### src/rtl/cpt_pkg.sv
package cpt_pkg;

  localparam int CODE_W    = 4;
  localparam int NUM_CODES = 1 << CODE_W;
  localparam int LUT_ABITS = 6;
  localparam int QTR_ABITS = LUT_ABITS - 2;
  localparam int WAVE_W    = 12;
  localparam int HZ_W      = 11;
  localparam int PEAK_SUM  = 2044;

  typedef longint unsigned u64_t;

  typedef struct packed {
    logic [HZ_W-1:0] hz_a;
    logic [HZ_W-1:0] hz_b;
  } tone_pair_t;

  // Frequency pair per selection code; zero means that voice is silent.
  function automatic tone_pair_t tone_lookup(input logic [CODE_W-1:0] c);
    tone_pair_t p;
    case (c)
      4'd0:    p = '{hz_a: 11'd350, hz_b: 11'd440};
      4'd1:    p = '{hz_a: 11'd400, hz_b: 11'd0};
      4'd2:    p = '{hz_a: 11'd440, hz_b: 11'd0};
      4'd3:    p = '{hz_a: 11'd440, hz_b: 11'd480};
      4'd4:    p = '{hz_a: 11'd440, hz_b: 11'd620};
      4'd5:    p = '{hz_a: 11'd480, hz_b: 11'd0};
      4'd6:    p = '{hz_a: 11'd480, hz_b: 11'd620};
      4'd7:    p = '{hz_a: 11'd350, hz_b: 11'd0};
      4'd8:    p = '{hz_a: 11'd620, hz_b: 11'd0};
      4'd9:    p = '{hz_a: 11'd941, hz_b: 11'd1209};
      default: p = '{hz_a: 11'd0,   hz_b: 11'd0};
    endcase
    return p;
  endfunction

  // Phase step per sample period: round(hz * 2^pw * div / clk_hz).
  function automatic logic [31:0] hz_to_step(input int unsigned hz, input int unsigned clk_hz,
                                             input int unsigned div, input int unsigned pw);
    u64_t num;
    num = (u64_t'(hz) * u64_t'(div)) << pw;
    return 32'((num + u64_t'(clk_hz / 2)) / u64_t'(clk_hz));
  endfunction

  // First quadrant magnitudes: round(1023 * sin((i + 0.5) * pi / 32)).
  function automatic logic [9:0] quarter_mag(input logic [QTR_ABITS-1:0] i);
    logic [9:0] m;
    case (i)
      4'd0:  m = 10'd50;
      4'd1:  m = 10'd150;
      4'd2:  m = 10'd249;
      4'd3:  m = 10'd345;
      4'd4:  m = 10'd437;
      4'd5:  m = 10'd526;
      4'd6:  m = 10'd609;
      4'd7:  m = 10'd687;
      4'd8:  m = 10'd758;
      4'd9:  m = 10'd822;
      4'd10: m = 10'd877;
      4'd11: m = 10'd925;
      4'd12: m = 10'd963;
      4'd13: m = 10'd992;
      4'd14: m = 10'd1012;
      default: m = 10'd1022;
    endcase
    return m;
  endfunction

  // Full wave from the quarter table by mirroring and negation.
  function automatic logic signed [WAVE_W-1:0] wave_at(input logic [LUT_ABITS-1:0] p);
    logic [1:0]           quad;
    logic [QTR_ABITS-1:0] idx;
    logic [WAVE_W-1:0]    mag;
    quad = p[LUT_ABITS-1 -: 2];
    idx  = p[QTR_ABITS-1:0];
    mag  = {2'b00, quarter_mag(quad[0] ? ~idx : idx)};
    return quad[1] ? -$signed(mag) : $signed(mag);
  endfunction

endpackage

### src/rtl/cpt_ctrl.sv
module cpt_ctrl
  import cpt_pkg::*;
#(
  parameter int SAMPLE_DIV = 448
) (
  input  logic              clk,
  input  logic              rst,
  input  logic              cen_n,
  input  logic [CODE_W-1:0] code_in,
  output logic              active,
  output logic [CODE_W-1:0] code_q,
  output logic              fall_evt,
  output logic              tick,
  output logic              frame_start
);

  localparam int CNT_W = (SAMPLE_DIV > 1) ? $clog2(SAMPLE_DIV) : 1;
  localparam logic [CNT_W-1:0] CNT_LAST = CNT_W'(SAMPLE_DIV - 1);

  logic             cen_d;
  logic [CNT_W-1:0] cnt;
  logic             cnt_last;

  assign fall_evt    = cen_d & ~cen_n;
  assign cnt_last    = (cnt == CNT_LAST);
  assign tick        = active & cnt_last & ~cen_n;
  assign frame_start = active & (cnt == '0);

  always_ff @(posedge clk) begin
    if (rst) begin
      cen_d  <= 1'b0;
      active <= 1'b0;
      code_q <= '0;
      cnt    <= '0;
    end else begin
      cen_d <= cen_n;
      if (fall_evt) begin
        active <= 1'b1;
        code_q <= code_in;
        cnt    <= '0;
      end else if (cen_n) begin
        active <= 1'b0;
        cnt    <= '0;
      end else if (active) begin
        cnt <= cnt_last ? '0 : cnt + 1'b1;
      end
    end
  end

  assert_capture_on_fall_R4: assert property (@(posedge clk) disable iff (rst)
    fall_evt |=> (active && code_q == $past(code_in)));

  assert_release_stops_R6: assert property (@(posedge clk) disable iff (rst)
    cen_n |=> !active);

  assert_code_held_R5: assert property (@(posedge clk) disable iff (rst)
    (active && !cen_n) |=> $stable(code_q));

endmodule

### src/rtl/cpt_nco.sv
module cpt_nco
  import cpt_pkg::*;
#(
  parameter int PHASE_W = 24
) (
  input  logic                     clk,
  input  logic                     rst,
  input  logic                     clr,
  input  logic                     adv,
  input  logic [PHASE_W-1:0]       step,
  output logic [PHASE_W-1:0]       phase,
  output logic signed [WAVE_W-1:0] wave
);

  always_ff @(posedge clk) begin
    if (rst || clr) phase <= '0;
    else if (adv)   phase <= phase + step;
  end

  assign wave = wave_at(phase[PHASE_W-1 -: LUT_ABITS]);

  assert_zero_phase_start_R10: assert property (@(posedge clk) disable iff (rst)
    clr |=> (phase == '0));

  assert_phase_moves_on_tick_R2: assert property (@(posedge clk) disable iff (rst)
    (!adv && !clr) |=> $stable(phase));

endmodule

### src/rtl/cpt_mix.sv
module cpt_mix
  import cpt_pkg::*;
#(
  parameter int SAMPLE_DIV = 448
) (
  input  logic                     clk,
  input  logic                     rst,
  input  logic                     active,
  input  logic [CODE_W-1:0]        code_q,
  input  logic                     frame_start,
  input  logic signed [WAVE_W-1:0] wave_a,
  input  logic signed [WAVE_W-1:0] wave_b,
  output logic signed [WAVE_W-1:0] sample_out,
  output logic                     sample_stb,
  output logic                     tone_on
);

  tone_pair_t              pair;
  logic                    code_ok;
  logic                    b_on;
  logic signed [WAVE_W-1:0] sum;

  always_comb begin
    pair    = tone_lookup(code_q);
    code_ok = (pair.hz_a != '0);
    b_on    = (pair.hz_b != '0);
    sum     = wave_a + (b_on ? wave_b : '0);
  end

  always_ff @(posedge clk) begin
    if (rst) begin
      sample_out <= '0;
      sample_stb <= 1'b0;
      tone_on    <= 1'b0;
    end else begin
      tone_on    <= active & code_ok;
      sample_out <= (active & code_ok) ? sum : '0;
      sample_stb <= frame_start;
    end
  end

  assert_no_overflow_R3: assert property (@(posedge clk) disable iff (rst)
    (sample_out <= 12'sd2044) && (sample_out >= -12'sd2044));

  assert_silent_when_off_R6: assert property (@(posedge clk) disable iff (rst)
    !tone_on |-> (sample_out == '0));

  assert_unassigned_silent_R8: assert property (@(posedge clk) disable iff (rst)
    tone_on |-> ($past(code_q) < 4'd10));

  generate
    if (SAMPLE_DIV > 1) begin : g_stb_chk
      assert_strobe_single_R7: assert property (@(posedge clk) disable iff (rst)
        sample_stb |=> !sample_stb);
    end
  endgenerate

endmodule

### src/rtl/cpt_synth.sv
module cpt_synth
  import cpt_pkg::*;
#(
  parameter int CLK_HZ     = 3579545,
  parameter int SAMPLE_DIV = 448,
  parameter int PHASE_W    = 24
) (
  input  logic                     clk,
  input  logic                     rst,
  input  logic                     cen_n,
  input  logic [CODE_W-1:0]        code_in,
  output logic signed [WAVE_W-1:0] sample_out,
  output logic                     sample_stb,
  output logic                     tone_on
);

  localparam int NUM_VOICES = 2;

  logic                     active;
  logic [CODE_W-1:0]        code_q;
  logic                     fall_evt;
  logic                     tick;
  logic                     frame_start;
  logic [PHASE_W-1:0]       step_tab [NUM_VOICES][NUM_CODES];
  logic [PHASE_W-1:0]       phase_v  [NUM_VOICES];
  logic signed [WAVE_W-1:0] wave_v   [NUM_VOICES];

  cpt_ctrl #(.SAMPLE_DIV(SAMPLE_DIV)) ctrl_i (
    .clk(clk), .rst(rst), .cen_n(cen_n), .code_in(code_in),
    .active(active), .code_q(code_q), .fall_evt(fall_evt),
    .tick(tick), .frame_start(frame_start)
  );

  // Phase steps are elaboration-time constants, one per code and voice.
  generate
    for (genvar c = 0; c < NUM_CODES; c++) begin : g_step
      localparam tone_pair_t PR = tone_lookup(CODE_W'(c));
      assign step_tab[0][c] = PHASE_W'(hz_to_step(32'(PR.hz_a), CLK_HZ, SAMPLE_DIV, PHASE_W));
      assign step_tab[1][c] = PHASE_W'(hz_to_step(32'(PR.hz_b), CLK_HZ, SAMPLE_DIV, PHASE_W));
    end

    for (genvar v = 0; v < NUM_VOICES; v++) begin : g_voice
      cpt_nco #(.PHASE_W(PHASE_W)) nco_i (
        .clk(clk), .rst(rst), .clr(fall_evt), .adv(tick),
        .step(step_tab[v][code_q]), .phase(phase_v[v]), .wave(wave_v[v])
      );
    end
  endgenerate

  cpt_mix #(.SAMPLE_DIV(SAMPLE_DIV)) mix_i (
    .clk(clk), .rst(rst), .active(active), .code_q(code_q),
    .frame_start(frame_start), .wave_a(wave_v[0]), .wave_b(wave_v[1]),
    .sample_out(sample_out), .sample_stb(sample_stb), .tone_on(tone_on)
  );

  assert_phases_restart_R10: assert property (@(posedge clk) disable iff (rst)
    fall_evt |=> (phase_v[0] == '0 && phase_v[1] == '0));

endmodule

### config.mk
export PLATFORM = sky130hd
export DESIGN_NAME = cpt_synth
export DESIGN_NICKNAME = d
export VERILOG_FILES = /design/src/rtl/cpt_pkg.sv /design/src/rtl/cpt_ctrl.sv /design/src/rtl/cpt_nco.sv /design/src/rtl/cpt_mix.sv /design/src/rtl/cpt_synth.sv
export SDC_FILE = /design/constraint.sdc
export NUM_CORES = 1
export LEC_CHECK = 0
export BUFFER_PORTS_ARGS = -buffer_cell sky130_fd_sc_hd__buf_2
export CORE_MARGIN = 3
export CORE_UTILIZATION = 40
export DETAILED_ROUTE_END_ITERATION = 10
export PLACE_DENSITY = 0.66
export SLEW_MARGIN = 40
export SYNTH_ARGS = -nofsm -noshare
export SYNTH_HDL_FRONTEND = slang
export SYNTH_HIERARCHICAL = 1
export SYNTH_SLANG_ARGS = --single-unit
### constraint.sdc
create_clock -name clk -period 8.8 [get_ports clk]
set_input_delay 0.44 -clock clk [delete_from_list [all_inputs] [get_ports clk]]
set_output_delay 0.44 -clock clk [all_outputs]
set_load 0.02 [all_outputs]
Word-level counts from Yosys, hierarchy flattened
Memory sizes are Yosys's and may differ from the RTL's. A register that Yosys moved wholly into a read port is not among the register bits.
Index checks and enable logic that the tools add are counted.
{"block": "totals", "reg_bits": 77, "romBits": 1408, "in_bits": 7, "output_inout_bits": 14, "memories": 5}
{"block": "op_classes", "addsub": 6, "magnitude_cmp": 1, "n_eq_ne": 1, "n_mux": 14, "bitwise_logic": 10, "reduce_logical": 7}
{"name": "(name not given)", "depth": 16, "width": 24, "read_ports": 1, "rd_ports_with_merged_regs": 0, "wr": 0, "line_no": "cpt_synth.sv:45", "rtl": ".step(step_tab[v][code_q]), .phase(phase_v[v]), .wave(wave_v[v])"}
{"name": "(name not given)", "depth": 16, "width": 24, "read_ports": 1, "rd_ports_with_merged_regs": 0, "wr": 0, "line_no": "cpt_synth.sv:45"}
{"name": "(name not given)", "depth": 16, "width": 20, "read_ports": 1, "rd_ports_with_merged_regs": 1, "wr": 0, "line_no": "cpt_pkg.sv:21", "rtl": "case (c)"}
{"name": "(name not given)", "depth": 16, "width": 10, "read_ports": 1, "rd_ports_with_merged_regs": 0, "wr": 0, "line_no": "cpt_pkg.sv:48", "rtl": "case (i)"}
{"name": "(name not given)", "depth": 16, "width": 10, "read_ports": 1, "rd_ports_with_merged_regs": 0, "wr": 0, "line_no": "cpt_pkg.sv:48"}
{"op": "$mux 24", "n": 4}
{"op": "$add 24x24->24", "n": 2}
{"op": "$mux 12", "n": 3}
{"op": "$neg 10->12", "n": 2}
{"op": "$reduce_bool 11->1", "n": 2}
{"op": "$mux 4", "n": 4}
{"op": "$add 12x12->12", "n": 1}
{"op": "$add 9x1->9 const B", "n": 1}
{"op": "$eq 9x9->1 const B", "n": 1}
{"op": "$logic_not 9->1", "n": 1}
{"op": "$mux 9", "n": 1}
{"op": "$not 4->4", "n": 2}
{"op": "$and 1x1->1", "n": 5}
{"op": "$ge 5x5->1 const B", "n": 1}
{"op": "$not 4->5", "n": 1}
{"op": "$reduce_or 3->1", "n": 1}
{"op": "$mux 1", "n": 2}
{"op": "$not 1->1", "n": 2}
{"op": "$reduce_bool 2->1", "n": 1}
{"op": "$reduce_or 2->1", "n": 1}
{"op": "$logic_or 1x1->1", "n": 1}

Longest topological paths before layout
An unclocked memory read counts as a cell.
{"block": "logic_depth", "word_depth": 7, "depth_mapped": 22, "depth_no_buf": 19}

Modules after synthesis
Netlist, hierarchy kept.
{"module": "cpt_nco at g_voice[1].nco_i", "instances": 1, "cells_per_inst": 413, "area_each_um2": 3210.6}
{"module": "cpt_nco at g_voice[0].nco_i", "instances": 1, "cells_per_inst": 410, "area_each_um2": 3166.8}
{"module": "cpt_mix", "instances": 1, "cells_per_inst": 125, "area_each_um2": 1098.6}
{"module": "cpt_ctrl", "instances": 1, "cells_per_inst": 74, "area_each_um2": 674.4}
{"module": "cpt_synth", "instances": 1, "cells_per_inst": 64, "area_each_um2": 404.1}

Worst setup path before layout
No wires, ideal clock.
{"block": "synth_timing", "path_kind": "flip-flop to flip-flop", "start": "register g_voice[1].nco_i.phase[22]", "end": "register mix_i.sample_out[11]", "setup_time_ns": 0.068, "arrival_time_ns": 4.272, "required_time_ns": 8.732, "path_slack_ns": 4.461, "path_stages_with_launch": 23, "period_less_slack_ns": 4.339, "path_cell_list": "dfxtp_1 > buf_4 > buf_6 > buf_6 > xor2_1 > inv_1 > ha_1 > inv_1 > o22ai_1 > a221o_1 > o21ai_2 > inv_1 > ha_1 > nand4_1 > o21ai_0 > xor2_1 > and2_1 > ha_1 > and4_4 > nor2b_1 > o21a_1 > or4_1 > a21oi_2"}
{"element": "start, declared", "line_no": "cpt_nco.sv:11", "rtl": "output logic [PHASE_W-1:0] phase,"}
{"element": "start signal, assigned", "line_no": "cpt_nco.sv:17", "rtl": "else if (adv) phase <= phase + step;"}
{"element": "end signal, assigned", "line_no": "cpt_mix.sv:37", "rtl": "sample_out <= (active & code_ok) ? sum : '0;"}
{"element": "end, declared", "line_no": "cpt_mix.sv:13", "rtl": "output logic signed [WAVE_W-1:0] sample_out,"}

==> metrics.txt <==
number of synthesis warnings 6; vias in the first global route 7310; Peak VDD IR about 80 uV; final wirelength 21.0 mm; overall power about 840 uW; Setup Buffers After CTS 0; crit start category flip-flop; final slew viol count 0; total CTS buffers 9; leak pwr 3.58 nW; hold-fix buffers at CTS 0; Post-synth ARST share 0%; Resized cells post-CTS 0; non-filler instance count after layout 1341; Worst EP required 9.08 ns; DRC Markers 0; initial core utilization between 40 and 50%; ys flop type dfxtp_1; Worst EP arrival around 5.1 ns; htree depth 3; setup TNS 0 ns; Hold Crit Class in2reg; Overflow after GRT 0; CP startpoint g_voice[1].nco_i/phase[19]; Skew-Pair Late Insertion Delay between 0.3 and 0.4 ns; # port buffers 20; CTS sink count slightly below 80; layout cells sized above 1 roughly 9.6%; die width 152 microns; R2R Path Start g_voice[1].nco_i/phase[19]; most common cell after layout, fill and taps aside ha_1; Hold Fails Final Rpt 0; worst setup margin about 4.0 ns; GRT Overall Usage between 10% and 20%; Vias/cell between 5 and 6; initial antenna violation count 0; post-layout util 43.4%; mapped cell area ~0.0086 sq mm; clk root buf clkbuf_16; fin nets roughly 1200; Iter 0 DRT Violations around 470; die area between 0.02 and 0.025 sq mm; wire per inst around 16 microns; worst setup path endpoint mix_i/sample_out[11]; Max Cap Violations 0; clk buf depth 2; fillcell total approximately 2100; post-route clock skew about 0.012 ns; Synth-to-Final Area Change 4.67%; Post-DP HPWL roughly 16 mm; Core ar. 0.0206 sq mm; Syn Inst Count around 1100; Place WS 3.80 ns; Rows 52; # diodes 0; library cells used by synthesis between 100 and 150; Final ANT Viol Nets 0; Via Count 7872; Seq/Total Area, Yosys between 10% and 20%; Slew Limit Headroom between 40% and 50%; RR Endpoint mix_i/sample_out[11]; Setup violations, final 0; syn_area_per_cell around 7.9 sq um; flop-to-flop setup slack roughly 4 ns; commonest non-fill, non-tap cells in the layout 87 x ha_1, 86 x a21oi_1, 82 x nor2_1; Synth Register Bits a little under 80; WS Path Type reg2reg; number of placed instances with taps included roughly 1300; pin slew with the least headroom to its limit slightly above 0.8 ns; Final GP Congestion 0.913; Setup crit end kind flip-flop; EDFF count, synth 0; largest net degree at the start of global routing 38; fmax 0.209 GHz; RSZ-0062 raised after global routing false; DRT Pass-1 Iters 5; Hold Startpoint code_in[1]; pwr dens 94.3 mW/mm^2; # IOs 21; status completed; TritonCTS clock tree done; Reg clk slew, reported paths ~0.07 ns; FF-to-FF path depth 19; final period utilization 54.4%; Tmin final roughly 4.8 ns; Die H 152 microns; first-pass GRT wire length about 35 mm; largest fanout on the critical path 16
## registers in the layout, summed over array words and instances, names as in the netlist
signal               count
mix_i/sample_out        12
ctrl_i/cen_d             1
g_voice.nco_i/phase     48
mix_i/tone_on            1
ctrl_i/active            1
mix_i/sample_stb         1
ctrl_i/code_q            4
ctrl_i/cnt               9
## cells in the mapped netlist (10+ instances only)
library cell   n  area [sq um]
ha_1          87          1090
a21oi_1       86           430
nor2_1        83           312
nand2_1       79           297
dfxtp_1       77          1540
o21ai_0       60           300
inv_1         39           146
nand3_1       36           180
mux2i_1       33           330
a21o_1        25           188
xnor2_1       23           201
or3_1         22           138
nor3_1        21           105
a211oi_1      20           150
clkbuf_1      20          75.1
xor2_1        20           175
and2_1        19           119
o21ai_1       19          95.1
nand4_1       16           100
nor2b_1       16           100
buf_2         13          65.1
nand2b_1      13          81.3
o31ai_1       13          97.6
buf_6         12           135
o21a_1        11          82.6
a31oi_1       10          62.6
and3_1        10          62.6
## stage by stage
stage	cell area, sq um	hold slack, ns
6_report	8950	0.331
5_1_grt	8950	0.337
4_1_cts	8950	0.325
3_3_place_gp	8640	0.438
2_1_floorplan	8580	0.429
3_5_place_dp	8650	0.453
## critical path: stages, from the launching register on
cell and delay, ns:
dfxtp_1 0.69, xor2_1 0.41, inv_1 0.17, ha_1 0.30
inv_1 0.07, o22ai_1 0.07, a221o_1 0.38, o21ai_2 0.24
inv_1 0.07, ha_1 0.23, nand4_1 0.12, o21ai_0 0.12
xor2_1 0.17, and2_1 0.15, ha_1 0.37, and4_4 0.20
nor2b_1 0.12, o21a_1 0.18, or4_1 0.53, a21oi_2 0.12
## cell families (layout without fill, tap and decap cells)
kind of cell / after synthesis / in the layout / share of synthesized area (%)
compound gates: 356 / 356 / 28.9
simple gates: 371 / 371 / 22.9
xor+xnor: 44 / 44 / 4.59
mux: 40 / 40 / 5.31
flops: 77 / 77 / 18.0
other cells: 1 / 9 / 0.0438
buf+inv: 107 / 84 / 6.80
fa+ha+maj: 90 / 90 / 13.4
## power breakdown
part	total, mW	leakage [nW]	internal (mW)	switching (mW)
combinational	0.103	2.81	0.0355	0.0676
sequential	0.353	0.624	0.350	0.00337
clock	0.388	0.145	0.202	0.186
total	0.844	3.58	0.587	0.257
## area by class of cell
class,instances,area [sq um],area share [%]
Sequential cell,77,1550,17.3
Inverter,45,169,1.89
Tap cell,270,338,3.77
Multi-Input combinational cell,910,6470,72.3
Clock buffer,9,225,2.52
Timing Repair Buffer,23,123,1.37
Clock inverter,7,75.1,0.838
## per-layer routing
metal  up-vias  track usage [%]  wire length [microns]
met2       152             29.6                   9680
li1       4001                -                      -
met4         0             4.49                    331
met1      3693             23.7                  10200
met3        26             2.90                    820
met5         -                0                      0
## how the worst min path moves through the flow
stage | endpoint | slack [ns] | depth (start not counted)
after CTS | ctrl_i/active | 0.33 | 2
after floorplan | g_voice[0].nco_i/phase[13] | 0.43 | 2
final | ctrl_i/code_q[1] | 0.33 | 3
after detailed placement | g_voice[0].nco_i/phase[13] | 0.45 | 2
after global routing | ctrl_i/code_q[0] | 0.34 | 3
after global placement | g_voice[0].nco_i/phase[13] | 0.44 | 2
Note: power is estimated with default switching activity, not from simulation.
